## config.mk

```make
export PLATFORM = sky130hd
export DESIGN_NAME = dma_chain_seq
export DESIGN_NICKNAME = d
export VERILOG_FILES = /design/src/rtl/dma_chain_seq.sv
export SDC_FILE = /design/constraint.sdc
export NUM_CORES = 1
export LEC_CHECK = 0
export BUFFER_PORTS_ARGS = -buffer_cell sky130_fd_sc_hd__buf_2
export CAP_MARGIN = 20
export CELL_PAD_IN_SITES_DETAIL_PLACEMENT = 0
export CELL_PAD_IN_SITES_GLOBAL_PLACEMENT = 1
export CORE_AREA = 2 2 313 315
export CTS_BUF_LIST = sky130_fd_sc_hd__clkbuf_2
export DETAILED_ROUTE_END_ITERATION = 7
export DIE_AREA = 0 0 315 317
export PLACE_DENSITY_LB_ADDON = 0.1
export RECOVER_POWER = 50
export SLEW_MARGIN = 20
export SYNTH_ARGS = -nofsm -noshare
export SYNTH_HDL_FRONTEND = slang
export SYNTH_SLANG_ARGS = --single-unit
```

## constraint.sdc

```tcl
create_clock -name clk -period 4 [get_ports clk]
set_input_delay 1.2 -clock clk [delete_from_list [all_inputs] [get_ports clk]]
set_output_delay 1.2 -clock clk [all_outputs]
set_load 0.02 [all_outputs]
```

## src/rtl/dma_chain_seq.sv

```systemverilog
module dma_chain_seq #(
  parameter int AW = 49,
  parameter int WW = 32,
  parameter int NW = 4
) (
  input  logic            clk,
  input  logic            rst_n,
  input  logic            ctl_wr,
  input  logic            ctl_en,
  input  logic            ctl_cont,
  input  logic            ctl_cont_addr,
  input  logic            ctl_ptr_mem,
  input  logic [AW-1:0]   src_start,
  input  logic [AW-1:0]   dst_start,
  input  logic [WW*NW-1:0] reg_src_dscr,
  input  logic [WW*NW-1:0] reg_dst_dscr,
  output logic            rd_req_valid,
  input  logic            rd_req_ready,
  output logic [AW-1:0]   rd_req_addr,
  input  logic            rd_rsp_valid,
  input  logic [WW-1:0]   rd_rsp_data,
  output logic            mv_start,
  output logic [WW*NW-1:0] mv_src_dscr,
  output logic [WW*NW-1:0] mv_dst_dscr,
  input  logic            mv_done,
  output logic [AW-1:0]   src_ptr,
  output logic [AW-1:0]   dst_ptr,
  output logic [1:0]      state_o,
  output logic            ev_done,
  output logic            ev_src_done,
  output logic            ev_pause,
  output logic            ev_src_rd_err,
  output logic            ev_dst_rd_err
);
  localparam int DW   = WW * NW;
  localparam int BW   = $clog2(NW);
  localparam int STEP = DW / 8;
  localparam int LSB  = $clog2(STEP);
  localparam int W3   = 3 * WW;
  localparam logic [AW-1:0] STEP_A = AW'(STEP);
  localparam logic [BW-1:0] LAST_BEAT = BW'(NW - 1);

  typedef enum logic [2:0] {S_OFF, S_PAUSE, S_LDD, S_LDS, S_RREQ, S_RRSP, S_MOVE, S_WAIT} st_t;
  typedef enum logic [1:0] {K_DST, K_SRC, K_NXT} kind_t;

  st_t   st;
  kind_t kind;
  logic  ptr_mem, err;
  logic [AW-1:0] rd_addr;
  logic [BW-1:0] beat;
  logic [NW-2:0][WW-1:0] rbuf;
  logic [DW-1:0] src_q, dst_q;

  wire [DW-1:0]   rsp_full = {rd_rsp_data, rbuf};
  wire [2*WW-1:0] nxt64    = {rbuf[1], rbuf[0]};
  wire [1:0]      s_cmd    = src_q[W3+3 +: 2];
  wire            s_intr   = src_q[W3+2];
  wire            s_linked = src_q[W3+1];

  assign rd_req_valid = (st == S_RREQ);
  assign rd_req_addr  = rd_addr;
  assign mv_start     = (st == S_MOVE);
  assign mv_src_dscr  = src_q;
  assign mv_dst_dscr  = dst_q;

  always_comb begin
    if (err)                 state_o = 2'd3;
    else if (st == S_OFF)    state_o = 2'd0;
    else if (st == S_PAUSE)  state_o = 2'd2;
    else                     state_o = 2'd1;
  end

  always_ff @(posedge clk or negedge rst_n) begin
    if (!rst_n) begin
      st <= S_OFF;
      kind <= K_DST;
      ptr_mem <= 1'b0;
      err <= 1'b0;
      rd_addr <= '0;
      beat <= '0;
      rbuf <= '0;
      src_q <= '0;
      dst_q <= '0;
      src_ptr <= '0;
      dst_ptr <= '0;
      {ev_done, ev_src_done, ev_pause, ev_src_rd_err, ev_dst_rd_err} <= '0;
    end else begin
      {ev_done, ev_src_done, ev_pause, ev_src_rd_err, ev_dst_rd_err} <= '0;
      case (st)
        S_OFF, S_PAUSE: if (ctl_wr) begin
          ptr_mem <= ctl_ptr_mem;
          if (ctl_en) err <= 1'b0;
          if (ctl_en && (st == S_OFF || (ctl_cont && ctl_cont_addr))) begin
            src_ptr <= src_start;
            dst_ptr <= dst_start;
            st <= S_LDD;
          end else if (ctl_en && ctl_cont) begin
            if (s_linked) begin
              rd_addr <= src_ptr + STEP_A;
              kind <= K_NXT;
              st <= S_RREQ;
            end else begin
              src_ptr <= src_ptr + STEP_A;
              st <= S_LDS;
            end
          end else if (!ctl_en && ctl_cont && st == S_PAUSE) begin
            st <= S_OFF;
          end
        end
        S_LDD: begin
          if (!ptr_mem) begin
            dst_q <= reg_dst_dscr;
            st <= S_LDS;
          end else if (|dst_ptr[LSB-1:0]) begin
            err <= 1'b1;
            ev_dst_rd_err <= 1'b1;
            st <= S_OFF;
          end else begin
            rd_addr <= dst_ptr;
            kind <= K_DST;
            st <= S_RREQ;
          end
        end
        S_LDS: begin
          if (!ptr_mem) begin
            src_q <= reg_src_dscr;
            st <= S_MOVE;
          end else if (|src_ptr[LSB-1:0]) begin
            err <= 1'b1;
            ev_src_rd_err <= 1'b1;
            st <= S_OFF;
          end else begin
            rd_addr <= src_ptr;
            kind <= K_SRC;
            st <= S_RREQ;
          end
        end
        S_RREQ: if (rd_req_ready) begin
          beat <= '0;
          st <= S_RRSP;
        end
        S_RRSP: if (rd_rsp_valid) begin
          if (beat == LAST_BEAT) begin
            case (kind)
              K_DST: begin dst_q <= rsp_full; st <= S_LDS; end
              K_SRC: begin src_q <= rsp_full; st <= S_MOVE; end
              default: begin src_ptr <= nxt64[AW-1:0]; st <= S_LDS; end
            endcase
          end else begin
            rbuf[beat] <= rd_rsp_data;
            beat <= beat + 1'b1;
          end
        end
        S_MOVE: st <= S_WAIT;
        S_WAIT: if (mv_done) begin
          ev_done <= 1'b1;
          ev_src_done <= s_intr;
          if (!ptr_mem || s_cmd == 2'd2) begin
            st <= S_OFF;
          end else if (s_cmd == 2'd1) begin
            st <= S_PAUSE;
            ev_pause <= 1'b1;
          end else if (s_linked) begin
            rd_addr <= src_ptr + STEP_A;
            kind <= K_NXT;
            st <= S_RREQ;
          end else begin
            src_ptr <= src_ptr + STEP_A;
            st <= S_LDS;
          end
        end
        default: st <= S_OFF;
      endcase
    end
  end

  p_req_hold_r3: assert property (@(posedge clk) disable iff (!rst_n)
    rd_req_valid && !rd_req_ready |=> rd_req_valid && $stable(rd_req_addr));

  p_start_pulse_r3: assert property (@(posedge clk) disable iff (!rst_n)
    mv_start |=> !mv_start);

  p_src_done_with_done_r4: assert property (@(posedge clk) disable iff (!rst_n)
    ev_src_done |-> ev_done);

  p_pause_state_r8: assert property (@(posedge clk) disable iff (!rst_n)
    ev_pause |-> ev_done && state_o == 2'd2);

  p_req_aligned_r11: assert property (@(posedge clk) disable iff (!rst_n)
    rd_req_valid |-> rd_req_addr[LSB-1:0] == '0);

  p_err_state_r11: assert property (@(posedge clk) disable iff (!rst_n)
    (ev_src_rd_err || ev_dst_rd_err) |-> state_o == 2'd3 && !ev_done);
endmodule

```

==> metrics.md <==
| Metric | Value |
|---|---|
| Arrival @ worst endpoint | 2.53 ns |
| Top cells by count, synth | a21oi_1, dfrtp_1, nor2_1 |
| P&R area growth vs syn | 43.7% |
| Final GP Congestion | 0.943 |
| Unrepaired setup endpoints after global routing | no |
| Post-synth top flop | dfrtp_1 |
| Maximum capacitance violations | 6 |
| Initial cell density of the core | 25.0% |
| CTS tree | done |
| Drt wl/cell | 24.6 µm |
| Share of cells above drive strength 1 | 33.7% |
| Largest net degree at the start of global routing | 125 |
| Top-count cell post-synth | a21oi_1 |
| Yosys reg bits | 513 |
| Final nets | 4,118 |
| H-tree depth | 4 |
| I/O pins | 808 |
| Hold crit path type | primary input to flop |
| Placement-stage cell area | 29,800 µm² |
| Worst Reg2Reg Path Length in Cells | 10 |
| Post-layout instance count excluding filler cells | 5,120 |
| Routed Antenna Nets | 0 |
| Final HPWL DP | 94.2 mm |
| Achievable Freq | 268 MHz |
| Worst Setup SP | st[1]$_DFFE_PN0P_ |
| Register area share after synthesis | 53.4% |
| Area contributors post-synth | dfrtp_1, a21oi_1, mux2_2 |
| FF-to-FF End | mv_dst_dscr[109]$_DFFE_PN0P_ |
| Clk slew on worst S/H paths | 0.09 ns |
| Synth unique cells | 68 |
| Crit-path max FO | 12 |
| Final setup viols | 0 |
| Vias in the first global route | 25,400 |
| Total power | 27,800 µW |
| Syn nets | 2,915 |
| Crit path capture | rd_req_valid |
| Post-Synthesis Cells | 2,514 |
| Critical Path End Type | primary output |
| Die H | 317 µm |
| Synth top area share | 53.4% |
| Initial antenna violation count | 24 |
| R2R setup slack | 0.29 ns |
| CTS Root Buffer Type | clkbuf_2 |
| Fin Clk Skew | 0.110 ns |
| Fillers | 10,200 |
| Pwr/cell area | 805 nW/µm² |
| WS Path Type | flop to primary output |
| Total CTS buffers | 157 |
| Clock Latency Late Sink | 1.43 ns |
| Die width | 315 µm |
| Port-buffer cells | 807 |
| Via-to-Cell Ratio | 4.87 |
| Slew @ Worst Pin | 1.91 ns |
| YS warnings | 0 |
| Core box area | 96,300 µm² |
| Status | complete, but fails checks |
| # rows | 114 |
| Post-Syn Area | 24,000 µm² |
| WL final | 126 mm |
| DRC | 0 |
| Crit start category | flop |
| Drt pass-1 iters | 6 |
| CP Data Required Time | 2.80 ns |
| Num Clock Sinks | 513 |
| R2R Path Start | st[1]$_DFFE_PN0P_ |
| Max Slew Vio Count | 277 |
| Overflow after GRT | 0 |
| Max clock buf depth | 3 |
| Placed insts | 4,478 |
| Async S/R FF share, synth | 100% |
| Crit path time final | 3.73 ns |
| Hold Vio Cnt, Final | 0 |
| Average size of a mapped cell | 9.56 µm² |
| Iteration-0 DRC count of the detailed router | 1,601 |
| Hold Path Depth | 2 |
| Via Count | 24,900 |
| Setup TNS | 0 ns |
| Rel. slew slack | -27.1% |
| Post-route cell area | 34,500 µm² |
| Pleak | 0.0161 µW |
| Failing checks | max-capacitance violations, max-slew violations |
| Cell taking the most area after synthesis | dfrtp_1 |
| Tcrit/Tclk final | 93.3% |
| Global-route wire length before repair | 179 mm |
| Peak VDD IR | 0.361 mV |
| Post-synth EDFFs | 0 |
| GRT Util Overall | 24.6% |
| Die area | 99,900 µm² |
==> state kept, by name (all words and copies together), names as in the netlist, 2 cells and up <==
name and count:
nxt64 64, src_ptr 49, rd_req_addr 49, beat 2, st 3, rbuf 32
mv_dst_dscr 128, dst_ptr 49, mv_src_dscr 128, kind 2
==> critical path, stage by stage (launching register included) <==
cell and delay (ns):
dfrtp_2 0.44, buf_4 0.18, inv_1 0.10, nand2_1 0.08, nor2_1 0.18, buf_2 0.21
==> cell families (layout without fill, tap and decap cells) <==
logic type	Yosys count	in the layout	share of synthesized area (%)
AOI/OAI and AO/OA	844	844	19.7
and+or+nand+nor	746	746	14.7
DFF	513	513	53.4
buffers and inverters	219	1529	3.50
muxes	170	170	7.85
xor gates and xnor gates	16	16	0.583
adders and majority gates	6	6	0.302
other	0	20	0
==> cell type report <==
type / instances / area [µm²] / area share (%)
tap: 1276 / 1600 / 4.62
timing repair buffer: 1246 / 8260 / 23.9
sequential: 513 / 12800 / 37.2
clock inverter: 38 / 188 / 0.543
clock buffer: 228 / 1140 / 3.30
antenna: 20 / 50.0 / 0.145
multi-input combinational: 1782 / 10400 / 30.1
inverter: 17 / 63.8 / 0.185
==> placed cells by master (no fill, tap or decap), types with 6 or more instances in the layout <==
cell type,instances
mux2_2,148
nor4_1,17
xnor2_1,10
clkinv_1,29
buf_4,52
nand3_1,41
buf_12,9
a31oi_1,14
buf_2,806
xor2_1,6
or3_1,9
o22ai_1,8
a211oi_1,20
nand4_1,15
mux2i_1,22
clkbuf_2,241
o31ai_1,21
a21oi_1,580
o211ai_1,11
and2_1,134
inv_1,17
o21ai_0,97
o2bb2ai_1,8
or4_1,6
nand2_1,117
a221oi_1,12
nor3_1,35
clkbuf_1,11
and3_1,13
o221ai_1,8
nor2_1,325
diode_2,20
dlygate4sd3_1,354
a22o_1,18
dfrtp_1,509
==> how the worst min path moves through the flow <==
stage / startpoint / end / slack (ns)
after floorplan: nxt64[0]$_DFFE_PN0P_ / nxt64[0]$_DFFE_PN0P_ / 0.47
after global placement: rd_req_addr[28]$_DFFE_PN0P_ / rd_req_addr[28]$_DFFE_PN0P_ / 0.46
after detailed placement: rd_req_addr[28]$_DFFE_PN0P_ / rd_req_addr[28]$_DFFE_PN0P_ / 0.47
after CTS: src_start[31] / src_ptr[31]$_DFFE_PN0P_ / 0.003
after global routing: rd_rsp_data[4] / nxt64[36]$_DFFE_PN0P_ / 0.1
final: rd_rsp_data[11] / nxt64[43]$_DFFE_PN0P_ / 0.22
==> layer usage <==
| metal | vias to the layer above | GRT usage, % | routed length [µm] |
|---|---|---|---|
| met5 | - | 0 | 77 |
| met4 | 12 | 9.69 | 4590 |
| met3 | 230 | 6.51 | 9350 |
| met2 | 1072 | 41.2 | 60600 |
| met1 | 12200 | 30.1 | 51400 |
| li1 | 11400 | - | - |
==> stage by stage <==
step | utilization [%] | setup slack [ns] | hold slack (ns)
after floorplan | - | 1.03 | 0.470
after CTS | 36.1 | 0.00217 | 0.00337
after detailed placement | 31.0 | 0.793 | 0.466
after global placement | 31.0 | 0.812 | 0.463
final | 35.9 | 0.270 | 0.215
after global routing | 35.9 | 0.0213 | 0.0994
==> report_power, final <==
part | internal [µW] | total, µW | leakage, µW | switching [µW]
sequential | 7550 | 9730 | 0.00615 | 2170
combinational | 4870 | 14000 | 0.00887 | 9100
clock | 1580 | 4110 | 0.00104 | 2530
total | 14000 | 27800 | 0.0161 | 13800
==> what timing repair did <==
item,in CTS,in global routing
endpoints found under the setup margin,5,0
resized for setup,3,0
hold buffers,354,0
endpoints found under the hold margin,407,0
setup buffers,2,0
Power figures use the tool's default switching activity.
